$ cat src/rtl/strap_cfg_pkg.sv
package strap_cfg_pkg;
    localparam int STRAP_N  = 4;
    localparam int FS_W     = 3;
    localparam int BUS_BIT  = 0;
    localparam logic [FS_W-1:0] TEST_CODE = 3'b011;

    typedef enum logic [1:0] {
        ST_HOLD  = 2'd0,
        ST_ARM   = 2'd1,
        ST_DRIVE = 2'd2
    } seq_state_e;
endpackage

$ cat src/rtl/strap_seq.sv
module strap_seq
    import strap_cfg_pkg::*;
#(
    parameter int N = STRAP_N
) (
    input  logic         clk,
    input  logic         rst_n,
    input  logic [N-1:0] pad_in,
    output logic [N-1:0] latch_o,
    output logic         captured_o,
    output logic         drive_o
);
    seq_state_e state_q, state_d;
    logic [N-1:0] latch_q;

    always_comb begin
        state_d = state_q;
        unique case (state_q)
            ST_HOLD:  state_d = ST_ARM;
            ST_ARM:   state_d = ST_DRIVE;
            ST_DRIVE: state_d = ST_DRIVE;
            default:  state_d = ST_HOLD;
        endcase
    end

    always_ff @(posedge clk or negedge rst_n) begin
        if (!rst_n) begin
            state_q <= ST_HOLD;
            latch_q <= '1;
        end else begin
            state_q <= state_d;
            if (state_q == ST_HOLD)
                latch_q <= pad_in;
        end
    end

    always_comb begin
        captured_o = 1'b0;
        drive_o    = 1'b0;
        unique case (state_q)
            ST_HOLD:  ;
            ST_ARM:   captured_o = 1'b1;
            ST_DRIVE: begin captured_o = 1'b1; drive_o = 1'b1; end
            default:  ;
        endcase
    end

    assign latch_o = latch_q;


    latch_hold_chk: assert property (@(posedge clk) disable iff (!rst_n)
        (captured_o && $past(captured_o)) |-> $stable(latch_q));
endmodule

$ cat src/rtl/strap_decode.sv
module strap_decode
    import strap_cfg_pkg::*;
#(
    parameter int N = STRAP_N,
    parameter int W = FS_W
) (
    input  logic [N-1:0] latch_i,
    output logic [W-1:0] fs_sel_o,
    output logic         bus_sync_o,
    output logic         test_code_o
);
    assign fs_sel_o    = latch_i[W:1];
    assign bus_sync_o  = latch_i[BUS_BIT];
    assign test_code_o = (latch_i[W:1] == TEST_CODE);
endmodule

$ cat src/rtl/test_clk_div.sv
module test_clk_div (
    input  logic clk,
    input  logic rst_n,
    input  logic run,
    output logic div2_o,
    output logic div3_o,
    output logic div4_o
);
    logic       t2_q;
    logic [1:0] c4_q;
    logic [1:0] c3_q;

    always_ff @(posedge clk or negedge rst_n) begin
        if (!rst_n) begin
            t2_q <= 1'b0;
            c4_q <= '0;
            c3_q <= '0;
        end else if (run) begin
            t2_q <= ~t2_q;
            c4_q <= c4_q + 2'd1;
            c3_q <= (c3_q == 2'd2) ? 2'd0 : c3_q + 2'd1;
        end
    end

    assign div2_o = t2_q;
    assign div4_o = c4_q[1];
    assign div3_o = (c3_q == 2'd2);


    div3_pulse_chk: assert property (@(posedge clk) disable iff (!rst_n)
        div3_o |=> !div3_o);

    div2_toggle_chk: assert property (@(posedge clk) disable iff (!rst_n)
        run |=> (div2_o != $past(div2_o)));
endmodule

$ cat src/rtl/strap_cfg_latch.sv
module strap_cfg_latch
    import strap_cfg_pkg::*;
#(
    parameter int N = STRAP_N,
    parameter int W = FS_W
) (
    input  logic         clk_ref,
    input  logic         por_n,
    input  logic [N-1:0] pad_in,
    input  logic         pll_cpu_clk,
    output logic [N-1:0] pad_oe,
    output logic [N-1:0] pad_out,
    output logic [W-1:0] fs_sel,
    output logic         bus_sync,
    output logic         test_mode,
    output logic         cpu_tst,
    output logic         clk48_tst,
    output logic         clk24_tst,
    output logic         bus_tst
);
    logic [N-1:0] latch_w;
    logic captured_w, drive_w, test_code_w;
    logic d2_w, d3_w, d4_w;

    strap_seq #(.N(N)) u_seq (
        .clk(clk_ref), .rst_n(por_n), .pad_in(pad_in),
        .latch_o(latch_w), .captured_o(captured_w), .drive_o(drive_w)
    );

    strap_decode #(.N(N), .W(W)) u_dec (
        .latch_i(latch_w), .fs_sel_o(fs_sel),
        .bus_sync_o(bus_sync), .test_code_o(test_code_w)
    );

    assign test_mode = drive_w & test_code_w;

    test_clk_div u_div (
        .clk(clk_ref), .rst_n(por_n), .run(test_mode),
        .div2_o(d2_w), .div3_o(d3_w), .div4_o(d4_w)
    );

    always_comb begin
        cpu_tst   = test_mode & d2_w;
        clk48_tst = test_mode & d2_w;
        clk24_tst = test_mode & d4_w;
        bus_tst   = test_mode & (bus_sync ? d4_w : d3_w);
    end

    assign pad_oe = {N{drive_w}};

    genvar g;
    generate
        for (g = 0; g < N; g++) begin : g_pad
            if (g == BUS_BIT) begin : g_ref
                assign pad_out[g] = pad_oe[g] & clk_ref;
            end else begin : g_cpu
                assign pad_out[g] = pad_oe[g] & (test_mode ? cpu_tst : pll_cpu_clk);
            end
        end
    endgenerate


    oe_after_capture_chk: assert property (@(posedge clk_ref) disable iff (!por_n)
        $rose(pad_oe[0]) |-> $past(captured_w));

    test_clk_quiet_chk: assert property (@(posedge clk_ref) disable iff (!por_n)
        !test_mode |-> !(cpu_tst | clk48_tst | clk24_tst | bus_tst));

    test_needs_drive_chk: assert property (@(posedge clk_ref) disable iff (!por_n)
        test_mode |-> (pad_oe == {N{1'b1}}));
endmodule

$ cat config.mk
export PLATFORM = sky130hd
export DESIGN_NAME = strap_cfg_latch
export DESIGN_NICKNAME = d
export VERILOG_FILES = /design/src/rtl/strap_cfg_pkg.sv /design/src/rtl/strap_seq.sv /design/src/rtl/strap_decode.sv /design/src/rtl/test_clk_div.sv /design/src/rtl/strap_cfg_latch.sv
export SDC_FILE = /design/constraint.sdc
export NUM_CORES = 1
export LEC_CHECK = 0
export BUFFER_PORTS_ARGS = -buffer_cell sky130_fd_sc_hd__buf_4
export CORE_UTILIZATION = 43
export CTS_BUF_LIST = sky130_fd_sc_hd__clkbuf_2
export CTS_CLUSTER_SIZE = 28
export DETAILED_ROUTE_END_ITERATION = 10
export PLACE_DENSITY = 0.76
export REMOVE_ABC_BUFFERS = 1
export SETUP_SLACK_MARGIN = 0.2
export SLEW_MARGIN = 20
export SYNTH_ARGS = -nofsm -noshare
export SYNTH_HDL_FRONTEND = slang
export SYNTH_SLANG_ARGS = --single-unit
$ cat constraint.sdc
create_clock -name clk_ref -period 1.9 [get_ports clk_ref]
set_clock_uncertainty 0.15 [all_clocks]
set_input_delay 0.38 -clock clk_ref [delete_from_list [all_inputs] [get_ports clk_ref]]
set_output_delay 0.38 -clock clk_ref [all_outputs]
set_load 0.03 [all_outputs]
## Word-level counts from Yosys, hierarchy flattened

Index checks and enable logic that the tools add are counted.

- Register bits after elaboration: 11
- Bits of input ports: 7
- Output and inout port bits: 17
- Logic and storage cells: 25

- Add/sub/neg operators: 2
- Equal/unequal tests: 4
- Mux-type cells: 5
- Bitwise operators: 7
- Reduce and logical (&&, ||, !) cells: 2

Operators with widths:

| kind | number |
|---|---|
| AND 1 bit | 6 |
| adder 2 x 1 -> 2 bit, second input constant | 2 |
| == test 2 bit, second input constant | 2 |
| case mux 2 bit (2 select lines) | 1 |
| == test 3 x 2 -> 1 bit, second input constant | 1 |
| 2-to-1 mux 1 bit | 3 |
| == test 2 x 1 -> 1 bit, second input constant | 1 |
| logical NOT 2 bit | 1 |
| 2-to-1 mux 2 bit | 1 |
| OR reduction 2 bit | 1 |
| inverter 1 bit | 1 |

## Longest topological paths before layout

- Depth after elaboration: 6
- Depth in mapped cells: 7
- Depth with buffers taken out: 6

## Modules after synthesis

Synthesis repeated with hierarchy kept, for this count alone.

- Cells, all modules: 50
- Area total of the unflattened synthesis: 611.8 µm²

By module, submodules not included:

| module | instances | cells an instance | area an instance (µm²) | seq. area each (µm²) |
|---|---|---|---|---|
| strap_seq | 1 | 15 | 245.2 | 155.1 |
| test_clk_div | 1 | 15 | 205.2 | 125.1 |
| strap_cfg_latch | 1 | 15 | 122.6 | 0.0 |
| strap_decode | 1 | 5 | 38.8 | 0.0 |

==> metrics <==
Yosys cell types=21; Area Growth Syn to Fin=78.4%; Pwr Density=875 nW/µm²; synth warn=0; initial core utilization=48.6%; gp weighted congestion=0.672; vias in the first global route=between 400 and 500; Tmin final=2.17 ns; clk slew on worst S/H paths=roughly 0.11 ns; post-route antenna net violation count=0; Inst Count DP=80; post-route insts no fill=103; Buffers on Ports=23; Core Area=1160 µm²; largest net degree at the start of global routing=12; nets@finish=100; Starting DRT DRC Count=11; Post-Route WL=1640 µm; mapped cell area=562 µm²; failing checks=setup timing; Die Span Y=38.1 µm; Setup crit end kind=output pin; Setup crit start kind=register; layout cells sized above 1=between 70% and 80%; TritonRoute pass-1 iters=4; status=complete, but fails checks; Hold Violations, Final=0; hpwl dp=762 µm; IO Count=24; Die ar.=1460 µm²; first-pass GRT wire length=2180 µm; Final Cycle Share=114%; Max Clk Rate=460 MHz; DR vias=roughly 500; Congestion Overflow GR=0; drt drc=0; Yosys reg bits=11; CTS tree=yes; Worst Tran Pin Value=0.218 ns; Max-Cap Viols=0; Peak supply drop=approximately 0.77 mV; worst path arrival time=1.64 ns; clock latency on the worst-skew pair=0.35 ns; Pleak=just over 0.5 nW; max-slew violations=0; final worst slack=-0.274 ns; Syn Area/Cell=between 10 and 15 µm²; hold crit path type=in -> reg; CP Max Fanout=4; # setup viols final=14; Slew headroom=85.4%; post-synthesis sequential area ratio=49.9%; fillcell total=58; number of vias per cell=~4.8; row cnt=12; antenna violations before repair=0; synthesized instance count=between 40 and 50; Die Width=~38 µm; diodes inserted=0; CP Class=reg -> out; routed length per instance=16.0 µm; gr usage total=24.0%; Final Util=86.7%; worst endpoint required time=roughly 1.4 ns; RSZ-0062 raised after global routing=true
-- final timing paths --
| check | from | to | slack [ns] | depth (start not counted) |
|---|---|---|---|---|
| max in group asynchronous | por_n | u_seq.latch_o[3]$_DFFE_PN1N_ | 1.13 | 2 |
| worst max register to register | u_seq.state_q[0]$_DFF_PN0_ | u_div.c3_q[0]$_DFFE_PN0N_ | 0.28 | 8 |
| worst min-delay path | pad_in[0] | u_seq.latch_o[0]$_DFFE_PN1N_ | 0.12 | 2 |
| worst min register to register | u_div.div2_o$_DFFE_PN0N_ | u_div.div2_o$_DFFE_PN0N_ | 0.37 | 1 |
| min in group asynchronous | por_n | u_div.c3_q[1]$_DFFE_PN0N_ | 0.23 | 2 |
| worst max-delay path | u_seq.state_q[0]$_DFF_PN0_ | pad_out[1] | -0.27 | 6 |
-- metrics by stage --
stage	setup slack, ns	setup TNS [ns]	power, mW	area, µm²	hold WS [ns]
floorplan	-1.56	-11.39	0.498	509	-0.0656
global placement	0.0820	0	0.588	729	0.0694
detailed placement	0.0338	0	0.591	729	0.0709
CTS	-0.238	-1.37	0.859	911	0.102
global route	-0.345	-3.51	0.911	1000	0.0875
finish	-0.274	-2.67	0.877	1000	0.120
-- layout make-up --
type	instances	area, µm²	area share, %
clock buffer	8	46.3	4.62
inverter	3	16.3	1.62
multi-input combinational	25	240	24.0
sequential	11	280	28.0
tap	14	17.5	1.75
timing repair buffer	42	402	40.1
-- cell usage in the layout (no fill, tap or decap), types with 2 or more instances in the layout --
cell / instances
buf_6: 16
ha_1: 2
dfstp_2: 4
dfrtp_1: 7
clkbuf_2: 7
xnor2_1: 3
nand2_1: 3
and2_4: 4
mux2_2: 3
buf_8: 2
buf_4: 23
-- kinds of logic after synthesis --
group	synth area share [%]
compound gates	4.45
mux	8.02
buf+inv	12.3
xor+xnor	4.68
flops	49.9
fa+ha+maj	6.68
simple gates	14.0
-- power breakdown --
part / total [mW] / switching [mW] / leakage [nW] / internal (mW)
sequential: 0.343 / 0.0529 / 0.125 / 0.290
clock: 0.336 / 0.170 / 0.0398 / 0.166
combinational: 0.198 / 0.0910 / 0.342 / 0.107
-- per-layer routing --
metal	global-route usage (%)	up-vias	share of wire [%]
li1	-	227	-
met5	0	-	0
met1	26.5	257	40
met3	8.72	2	2.8
met4	16.1	0	0.79
met2	38.1	12	56
-- state kept, by name, summed over array words and instances (netlist names) --
register	count
u_div.c3_q	2
u_div.c4_q	2
u_seq.latch_o	4
u_seq.state_q	2
u_div.div2_o	1
-- critical path, cell delays in order (launching register included) --
cell	delay (ns)
dfrtp_1	0.40
inv_2	0.08
ha_4	0.15
nand4b_4	0.14
and2_4	0.18
o21a_4	0.23
buf_6	0.14
-- cells in the mapped netlist (all sizes together) --
library cell	n	share of area, %
nor3	1	0.89
nand4b	1	4.2
nand2	3	2.0
o21a	1	1.3
mux2	4	8.0
inv	2	1.3
buf	7	9.4
ha	3	6.7
nor3b	1	1.3
xnor2	3	4.7
a21oi	1	0.89
dfrtp	7	31
nor2	1	0.67
o21ai	1	0.89
clkinv	1	1.6
a21o	1	1.3
dfstp	4	19
and2	4	4.9
-- repair_timing --
item / in CTS / in global routing
pin swaps: 6 / 0
resized for setup: 21 / 7
endpoints found under the hold margin: 11 / 0
hold buffers: 1 / 0
setup endpoints to repair: 14 / 16
buffers inserted: 8 / 7
Power figures use the tool's default switching activity.
